==> src/rtl/edl_pkg.sv <==
package edl_pkg;
  // Action taken by the output register in a cycle
  typedef enum logic [1:0] {
    ACT_KEEP = 2'd0,
    ACT_IDLE = 2'd1,
    ACT_LOAD = 2'd2,
    ACT_EDGE = 2'd3
  } act_e;
endpackage

==> src/rtl/edl_rst_sync.sv <==
module edl_rst_sync #(
  parameter int STAGES = 2
) (
  input  logic clk,
  input  logic rst_n,
  output logic rst_n_s
);
  logic [STAGES-1:0] chain_q;
  logic [STAGES-1:0] chain_d;

  generate
    if (STAGES == 1) begin : g_one
      assign chain_d = 1'b1;
    end else begin : g_many
      assign chain_d = {chain_q[STAGES-2:0], 1'b1};
    end
  endgenerate

  always_ff @(posedge clk or negedge rst_n) begin
    if (!rst_n) chain_q <= '0;
    else        chain_q <= chain_d;
  end

  assign rst_n_s = chain_q[STAGES-1];
endmodule

==> src/rtl/edl_bit_sync.sv <==
module edl_bit_sync #(
  parameter int   STAGES    = 2,
  parameter logic RESET_VAL = 1'b1
) (
  input  logic clk,
  input  logic rst_n,
  input  logic din,
  output logic dout
);
  logic [STAGES-1:0] stage_q;

  genvar i;
  generate
    for (i = 0; i < STAGES; i++) begin : g_stage
      logic d_in;
      if (i == 0) begin : g_first
        assign d_in = din;
      end else begin : g_next
        assign d_in = stage_q[i-1];
      end
      always_ff @(posedge clk or negedge rst_n) begin
        if (!rst_n) stage_q[i] <= RESET_VAL;
        else        stage_q[i] <= d_in;
      end
    end
  endgenerate

  assign dout = stage_q[STAGES-1];
endmodule

==> src/rtl/edl_hold_ctr.sv <==
module edl_hold_ctr #(
  parameter int MIN_GAP = 10
) (
  input  logic clk,
  input  logic rst_n,
  input  logic tick,
  input  logic clr,
  input  logic load,
  output logic expired
);
  localparam int              CW       = $clog2(MIN_GAP + 1);
  localparam logic [CW-1:0]   LOAD_VAL = CW'(MIN_GAP - 1);

  logic [CW-1:0] cnt_q;
  logic [CW-1:0] cnt_d;
  logic          cnt_en;

  always_comb begin
    cnt_d  = cnt_q;
    cnt_en = 1'b0;
    if (clr) begin
      cnt_d  = '0;
      cnt_en = 1'b1;
    end else if (load) begin
      cnt_d  = LOAD_VAL;
      cnt_en = 1'b1;
    end else if (tick && (cnt_q != '0)) begin
      cnt_d  = cnt_q - 1'b1;
      cnt_en = 1'b1;
    end
  end

  always_ff @(posedge clk or negedge rst_n) begin
    if (!rst_n)      cnt_q <= '0;
    else if (cnt_en) cnt_q <= cnt_d;
  end

  assign expired = (cnt_q == '0);

  AST_HOLD_RANGE: assert property (@(posedge clk) disable iff (!rst_n)
    cnt_q <= LOAD_VAL);
  AST_CLR_WINS: assert property (@(posedge clk) disable iff (!rst_n)
    clr |=> expired);
endmodule

==> src/rtl/edl_out_stage.sv <==
module edl_out_stage
  import edl_pkg::*;
#(
  parameter int MIN_GAP = 10
) (
  input  logic clk,
  input  logic rst_n,
  input  logic tick,
  input  logic raw_s,
  input  logic gate,
  input  logic expired,
  output act_e act,
  output logic data
);
  localparam int            CW      = $clog2(MIN_GAP + 1);
  localparam logic [CW-1:0] GAP_SAT = CW'(MIN_GAP);

  logic gate_q;
  logic data_q;
  logic data_d;

  always_comb begin
    act    = ACT_KEEP;
    data_d = data_q;
    if (!gate) begin
      act    = ACT_IDLE;
      data_d = 1'b1;
    end else if (!gate_q) begin
      act    = ACT_LOAD;
      data_d = raw_s;
    end else if (tick && expired && (raw_s != data_q)) begin
      act    = ACT_EDGE;
      data_d = raw_s;
    end
  end

  always_ff @(posedge clk or negedge rst_n) begin
    if (!rst_n) begin
      gate_q <= 1'b0;
      data_q <= 1'b1;
    end else begin
      gate_q <= gate;
      if (act != ACT_KEEP) data_q <= data_d;
    end
  end

  assign data = data_q;

  // Checker state: ticks elapsed since the last tick-driven edge
  logic [CW-1:0] since_q;
  logic          armed_q;

  always_ff @(posedge clk or negedge rst_n) begin
    if (!rst_n) begin
      since_q <= '0;
      armed_q <= 1'b0;
    end else if (act == ACT_EDGE) begin
      since_q <= '0;
      armed_q <= 1'b1;
    end else if (act == ACT_IDLE || act == ACT_LOAD) begin
      since_q <= '0;
      armed_q <= 1'b0;
    end else if (tick && since_q < GAP_SAT) begin
      since_q <= since_q + 1'b1;
    end
  end

  AST_MIN_GAP: assert property (@(posedge clk) disable iff (!rst_n)
    (act == ACT_EDGE && armed_q) |-> (int'(since_q) + 1 >= MIN_GAP));
  AST_QUIET_OFF_TICK: assert property (@(posedge clk) disable iff (!rst_n)
    (gate && gate_q && !tick) |=> $stable(data_q));
  AST_IDLE_HIGH: assert property (@(posedge clk) disable iff (!rst_n)
    !gate |=> data_q);
  AST_OPEN_LOAD: assert property (@(posedge clk) disable iff (!rst_n)
    (gate && !gate_q) |=> (data_q == $past(raw_s)));
endmodule

==> src/rtl/edge_limited_data.sv <==
module edge_limited_data
  import edl_pkg::*;
#(
  parameter int MIN_GAP     = 10,
  parameter int SYNC_STAGES = 2
) (
  input  logic clk,
  input  logic rst_n,
  input  logic tick_i,
  input  logic raw_i,
  input  logic gate_i,
  output logic data_o
);
  logic rst_n_s;
  logic raw_s;
  logic expired;
  act_e act;

  edl_rst_sync #(.STAGES(2)) u_rst (
    .clk     (clk),
    .rst_n   (rst_n),
    .rst_n_s (rst_n_s)
  );

  edl_bit_sync #(.STAGES(SYNC_STAGES), .RESET_VAL(1'b1)) u_sync (
    .clk   (clk),
    .rst_n (rst_n_s),
    .din   (raw_i),
    .dout  (raw_s)
  );

  edl_hold_ctr #(.MIN_GAP(MIN_GAP)) u_hold (
    .clk     (clk),
    .rst_n   (rst_n_s),
    .tick    (tick_i),
    .clr     (act == ACT_IDLE || act == ACT_LOAD),
    .load    (act == ACT_EDGE),
    .expired (expired)
  );

  edl_out_stage #(.MIN_GAP(MIN_GAP)) u_out (
    .clk     (clk),
    .rst_n   (rst_n_s),
    .tick    (tick_i),
    .raw_s   (raw_s),
    .gate    (gate_i),
    .expired (expired),
    .act     (act),
    .data    (data_o)
  );

  AST_EDGE_NEEDS_EXPIRY: assert property (@(posedge clk) disable iff (!rst_n_s)
    (act == ACT_EDGE) |-> expired);
endmodule

==> config.mk <==
export PLATFORM = sky130hd
export DESIGN_NAME = edge_limited_data
export DESIGN_NICKNAME = d
export VERILOG_FILES = /design/src/rtl/edl_pkg.sv /design/src/rtl/edl_rst_sync.sv /design/src/rtl/edl_bit_sync.sv /design/src/rtl/edl_hold_ctr.sv /design/src/rtl/edl_out_stage.sv /design/src/rtl/edge_limited_data.sv
export SDC_FILE = /design/constraint.sdc
export NUM_CORES = 1
export LEC_CHECK = 0
export BUFFER_PORTS_ARGS = -buffer_cell sky130_fd_sc_hd__buf_2
export CAP_MARGIN = 40
export CELL_PAD_IN_SITES_DETAIL_PLACEMENT = 1
export CELL_PAD_IN_SITES_GLOBAL_PLACEMENT = 2
export CORE_MARGIN = 3
export CORE_UTILIZATION = 30
export DETAILED_ROUTE_END_ITERATION = 10
export GPL_TIMING_DRIVEN = 0
export PLACE_DENSITY_LB_ADDON = 0.1
export REMOVE_ABC_BUFFERS = 1
export SETUP_SLACK_MARGIN = 0.15
export SYNTH_ARGS = -nofsm -noshare
export SYNTH_HDL_FRONTEND = slang
export SYNTH_SLANG_ARGS = --single-unit
==> constraint.sdc <==
create_clock -name clk -period 0.8 [get_ports clk]
set_input_delay 0.12 -clock clk [delete_from_list [all_inputs] [get_ports clk]]
set_output_delay 0.12 -clock clk [all_outputs]
set_load 0.01 [all_outputs]
Word-level counts from Yosys, hierarchy flattened

Cells that the tools add are included.

Bits in registers: 10
Bits of input ports: 5
Output and inout port bits: 1
Word-level logic and storage cells: 34

Add/subtract/negate cells: 1
Equality and inequality tests: 5
Muxes and demuxes: 12
Reduce and logical (&&, ||, !) cells: 10

Operators by type and width:

| cell                | count |
|---|---|
| $mux 4              | 3 |
| $mux 1              | 6 |
| $mux 2              | 3 |
| $eq 2x2->1 const B  | 2 |
| $logic_not 4->1     | 1 |
| $reduce_and 2->1    | 2 |
| $reduce_bool 4->1   | 1 |
| $sub 4x1->4 const B | 1 |
| $logic_and 1x1->1   | 3 |
| $ne 3x3->1 const B  | 1 |
| $reduce_bool 3->1   | 1 |
| $eq 2x1->1 const B  | 1 |
| $reduce_bool 2->1   | 1 |
| $logic_or 1x1->1    | 1 |
| $ne 1x1->1          | 1 |

Logic depth before layout (Yosys ltp)

Word-level depth: 10
Mapped depth: 5
Depth with buffers taken out: 5

Cells and area by module

Synthesis repeated with hierarchy kept, for this count alone.

Cell total of the unflattened synthesis: 44
Area, all modules: 493.0 µm²

By module, submodules not included:

| module            | times used | cells each | area an instance (µm²) | seq. area each (µm²) |
|---|---|---|---|---|
| edl_hold_ctr      | 1          | 25         | 249.0                  | 100.1 |
| edl_out_stage     | 1          | 13         | 125.1                  | 51.3 |
| edl_rst_sync      | 1          | 3          | 53.8                   | 50.0 |
| edl_bit_sync      | 1          | 2          | 52.6                   | 52.6 |
| edge_limited_data | 1          | 1          | 12.5                   | 0.0 |

Worst setup path before layout

Ideal clock, no wire load.

Kind: flip-flop to flip-flop
Start point: register u_hold.cnt_q[0]
End point: register u_hold.cnt_q[0]
Setup time: 0.065 ns
Arrival time: 1.318 ns
Data required time: 0.735 ns
Slack: -0.583 ns
Stages on the path, launching flop included: 6
Path buffers: 0
Clock period less this slack: 1.383 ns
Cell sequence: dfrtp_1 -> inv_1 -> ha_1 -> or3b_1 -> a31oi_1 -> o21a_1

Longest elaborated chain between the ends: 10
Elaborated cells on any way between the ends: 21
Those cells by class: add/sub: 1; eq/ne: 3; mux: 9; reduce/logical: 8

RTL lines:

| item                                        | line                | RTL |
|---|---|---|
| start: declaration                          | edl_hold_ctr.sv:14  | `logic [CW-1:0] cnt_q;` |
| start signal: assignment                    | edl_hold_ctr.sv:35  | `else if (cnt_en) cnt_q <= cnt_d;` |
| $logic_not 4->1                             | edl_hold_ctr.sv:38  | `assign expired = (cnt_q == '0);` |
| $logic_and 1x1->1 (2 in series)             | edl_out_stage.sv:31 | `end else if (tick && expired && (raw_s != data_q)) begin` |
| $mux 2                                      | edl_out_stage.sv:31 |  |
| $mux 2                                      | edl_out_stage.sv:28 | `end else if (!gate_q) begin` |
| $mux 2                                      | edl_out_stage.sv:25 | `if (!gate) begin` |
| $eq 2x2->1 or $eq 2x1->1 (tied branches)    | n/a                 |  |
| $mux 1 or $logic_or 1x1->1 (tied branches)  | n/a                 |  |
| $mux 1 or $reduce_bool 3->1 (tied branches) | n/a                 |  |
| $reduce_and 2->1 (no line)                  | n/a                 |  |

Parallel ways exist; a longest one is shown, timed or not. The select of a mux whose other input is x is not followed.
A chain may end at the register's enable or synchronous reset.

Worst setup path after layout

Start point: register u_hold.cnt_q[1]
End point: register u_hold.cnt_q[0]

Same word-level chain as after synthesis.

==> results.yml <==
placement:
  place_hpwl_microns: 701
  place_ws_ns: -0.742
  port_buffers: 5
  gpl.final_weighted_congestion: 0.786
yosys:
  synthCells: 40
  yosysSeqAreaShare_pct: 55.5
  mappedNetlistArea_sq_um: 458
  synth_top_cell_area_share_pct: 38.3
  ys_ff_latch: 10
  synth.largest_area_cell: "sky130_fd_sc_hd__dfrtp_1"
  avgSynthCellArea_sq_um: 11.4
  synthDistinctLibCells: 23
  yosys_warn_count: 0
  ys_top_cells_by_area: "sky130_fd_sc_hd__dfrtp_1 (38%), sky130_fd_sc_hd__dfstp_2 (17%), sky130_fd_sc_hd__ha_1 (5.5%), sky130_fd_sc_hd__inv_1 (4.1%), sky130_fd_sc_hd__nand2_1 (3.3%)"
setup_path:
  timing.critical_path.depth: 5
  crit_path_max_fanout: 4
  critPathLaunchType: "flip-flop"
  crit_path_cell_trace: "inv_2 -> ha_4 -> or3b_4 -> a31oi_1 -> o21a_1"
  timing.setup.critical_path_class: "flip-flop to flip-flop"
  critPathRequiredTime_ns: 0.99
  critPathBufInv: 1
  path_delay_family: "flip-flops"
  reg2reg_slack_ns: -0.61
  reg2reg_to: "u_hold.cnt_q[0]"
  worst_path_largest_cell_delay_ns: 0.41
  worstSetupEndpointType: "flip-flop"
  ff2ff_path_depth: 5
  timing.critical_path.to: "u_hold.cnt_q[0]"
  critical_path.reg2reg.startpoint: "u_hold.cnt_q[1]"
  worstSetupStartpoint: "u_hold.cnt_q[1]"
  critPathSlowestCell: "sky130_fd_sc_hd__dfrtp_1"
  worst-endpoint-arrival_ns: 1.61
grt:
  global_route_wire_length_before_repair_microns: 1910
  antenna_found_initial: 0
  grt_overflow_total: 0
  largest_net_degree_at_the_start_of_global_routing: 9
  groute.usage.overall_pct: 13.1
  via_count_of_the_first_global_routing_pass: 397
timing:
  report.final.slew_viol_count: 0
  worst_hold_slack_across_all_endpoints_ns: 0.0772
  grt_setup_unrepaired: "yes"
  clock.fmax_ghz: 0.707
  setup_tns_ns: -3.20
  fin_skew_ns: 0.0146
  timing.final.hold_violations: 0
  setup_slack_ns: -0.614
  fin_crit_sh_pct: 177
  min_period_ns: 1.41
  finalSetupViolations: 6
clocking:
  cts_tree: "built"
  cts_max_path_buffers: 2
  cts_made_buffers: 3
  clk_lat_worst_skew_ns: 0.27
  clk_pin_slew_worst_paths_ns: 0.08
  clk_root_buffer_cell: "sky130_fd_sc_hd__clkbuf_4"
  clock_tree.htree_level_count: 1
  clock_sink_count: 10
finish:
  post_route_cells_drive_above_1_share_pct: 53.3
  area_growth_pct: 52.2
  antenna_cells: 0
  layout.cells.most_common_list: "sky130_fd_sc_hd__buf_4 (7), sky130_fd_sc_hd__dfrtp_1 (7), sky130_fd_sc_hd__buf_2 (4)"
  fin_nets: 68
pwr:
  power_per_cell_area_mw_per_mm2: 1800
  ir_drop_mv: 1.28
  total_leakage_power_uw: 0.000340
floorplan:
  chip_width_microns: 45.1
  row_count: 13
  placeable_area_sq_mm: 0.00137
  die-height_microns: 45.1
  num_io_pins: 6
  start_util_pct: 33.5
  floorplan.die_area_sq_mm: 0.00203
drt:
  detail_routed_net_length_per_standard_cell_microns: 15.6
  postRouteWirelength_microns: 1170
  vias: 377
  first_iter_violations: 5
  antenna_violating_nets_post_route: 0
  vias_per_cell: 5.03
  detail_route.drc_violations: 0
  drtPass1Iterations: 4
worst_hold_path:
  min_path_type: "primary input to flip-flop"
run:
  drv.max_cap_violation_count: 0
status:
  failed_checks: "negative setup slack"
  status: "finished with violations"
## kinds of logic after synthesis
group	count (synthesis)	share of synthesized area [%]
compound gates	12	20.2
flops	10	55.5
simple gates	9	12.0
buf+inv	5	4.10
fa+ha+maj	2	5.46
xor+xnor	1	1.91
other cells	1	0.819
## power by group
part	internal [uW]	leakage, uW	total, uW	switching (uW)
logic	136	0.000197	235	99.8
registers	538	0.000122	569	30.4
clock network	276	0.0000210	451	175
total	950	0.000340	1250	305
## worst min path at each step
stage	start	slack, ns	depth (start not counted)	end
floorplan	rst_n	-0.18	0	u_rst.chain_q[0]
global placement	rst_n	-0.1	1	u_rst.chain_q[0]
detailed placement	rst_n	-0.09	1	u_rst.chain_q[0]
CTS	gate_i	0.05	2	u_out.data
global route	gate_i	0.08	2	u_out.data
finish	gate_i	0.08	2	u_out.data
## cells in the mapped netlist
library cell and instances:
sky130_fd_sc_hd__dfrtp_1 7, sky130_fd_sc_hd__inv_1 5, sky130_fd_sc_hd__nand2_1 4, sky130_fd_sc_hd__dfstp_2 3
sky130_fd_sc_hd__a21oi_1 2, sky130_fd_sc_hd__ha_1 2, sky130_fd_sc_hd__a2111o_1 1, sky130_fd_sc_hd__a211o_2 1
sky130_fd_sc_hd__a21boi_0 1, sky130_fd_sc_hd__a31oi_1 1, sky130_fd_sc_hd__and4bb_2 1, sky130_fd_sc_hd__conb_1 1
sky130_fd_sc_hd__nand2b_1 1, sky130_fd_sc_hd__nand3_1 1, sky130_fd_sc_hd__nor3b_1 1, sky130_fd_sc_hd__o21a_1 1
sky130_fd_sc_hd__o21ai_0 1, sky130_fd_sc_hd__o21ba_1 1, sky130_fd_sc_hd__o311ai_0 1, sky130_fd_sc_hd__o31ai_1 1
sky130_fd_sc_hd__o32ai_1 1, sky130_fd_sc_hd__or3b_1 1, sky130_fd_sc_hd__xnor2_1 1
## layer usage
| metal | track usage, % | wire length, microns |
|---|---|---|
| met2 | 22.3 | 623 |
| met5 | 0 | 0 |
| met1 | 16.8 | 518 |
| met3 | 4.78 | 30 |
| met4 | 0 | 0 |
## flip-flops by register name (all words and copies together), names as in the netlist
register / cells
u_rst.chain_q: 2
u_sync.g_stage.d_in: 1
u_out.gate_q: 1
u_sync.dout: 1
u_hold.cnt_q: 4
u_out.data: 1
## worst register-to-register path, stage by stage, from the launching register on
cell                      delay [ns]
sky130_fd_sc_hd__dfrtp_1        0.41
sky130_fd_sc_hd__inv_2          0.09
sky130_fd_sc_hd__ha_4           0.14
sky130_fd_sc_hd__or3b_4         0.38
sky130_fd_sc_hd__a31oi_1        0.18
sky130_fd_sc_hd__o21a_1         0.14
## cell type report
| class | count | area, sq um |
|---|---|---|
| timing repair buffer | 16 | 128 |
| tap | 15 | 18.8 |
| clock buffer | 4 | 36.3 |
| fill | 148 | 669 |
| sequential | 10 | 254 |
| multi-input combinational | 25 | 241 |
| inverter | 5 | 18.8 |
## stage by stage
step	cells	total power [uW]	instance area, sq um	util (%)
5_1_grt	75	1330	697	51.0
6_report	75	1260	697	51.0
3_3_place_gp	60	684	502	36.7
4_1_cts	72	1220	637	46.6
3_5_place_dp	60	694	502	36.7
2_1_floorplan	40	646	458	-
## repair_timing
| action | in CTS | in global routing |
|---|---|---|
| pin swaps | 6 | 6 |
| resized for setup | 11 | 8 |
| hold buffers | 3 | 0 |
| setup endpoints to repair | 6 | 6 |
| setup buffers | 5 | 3 |
| endpoints found under the hold margin | 4 | 0 |
Power figures use the tool's default switching activity.
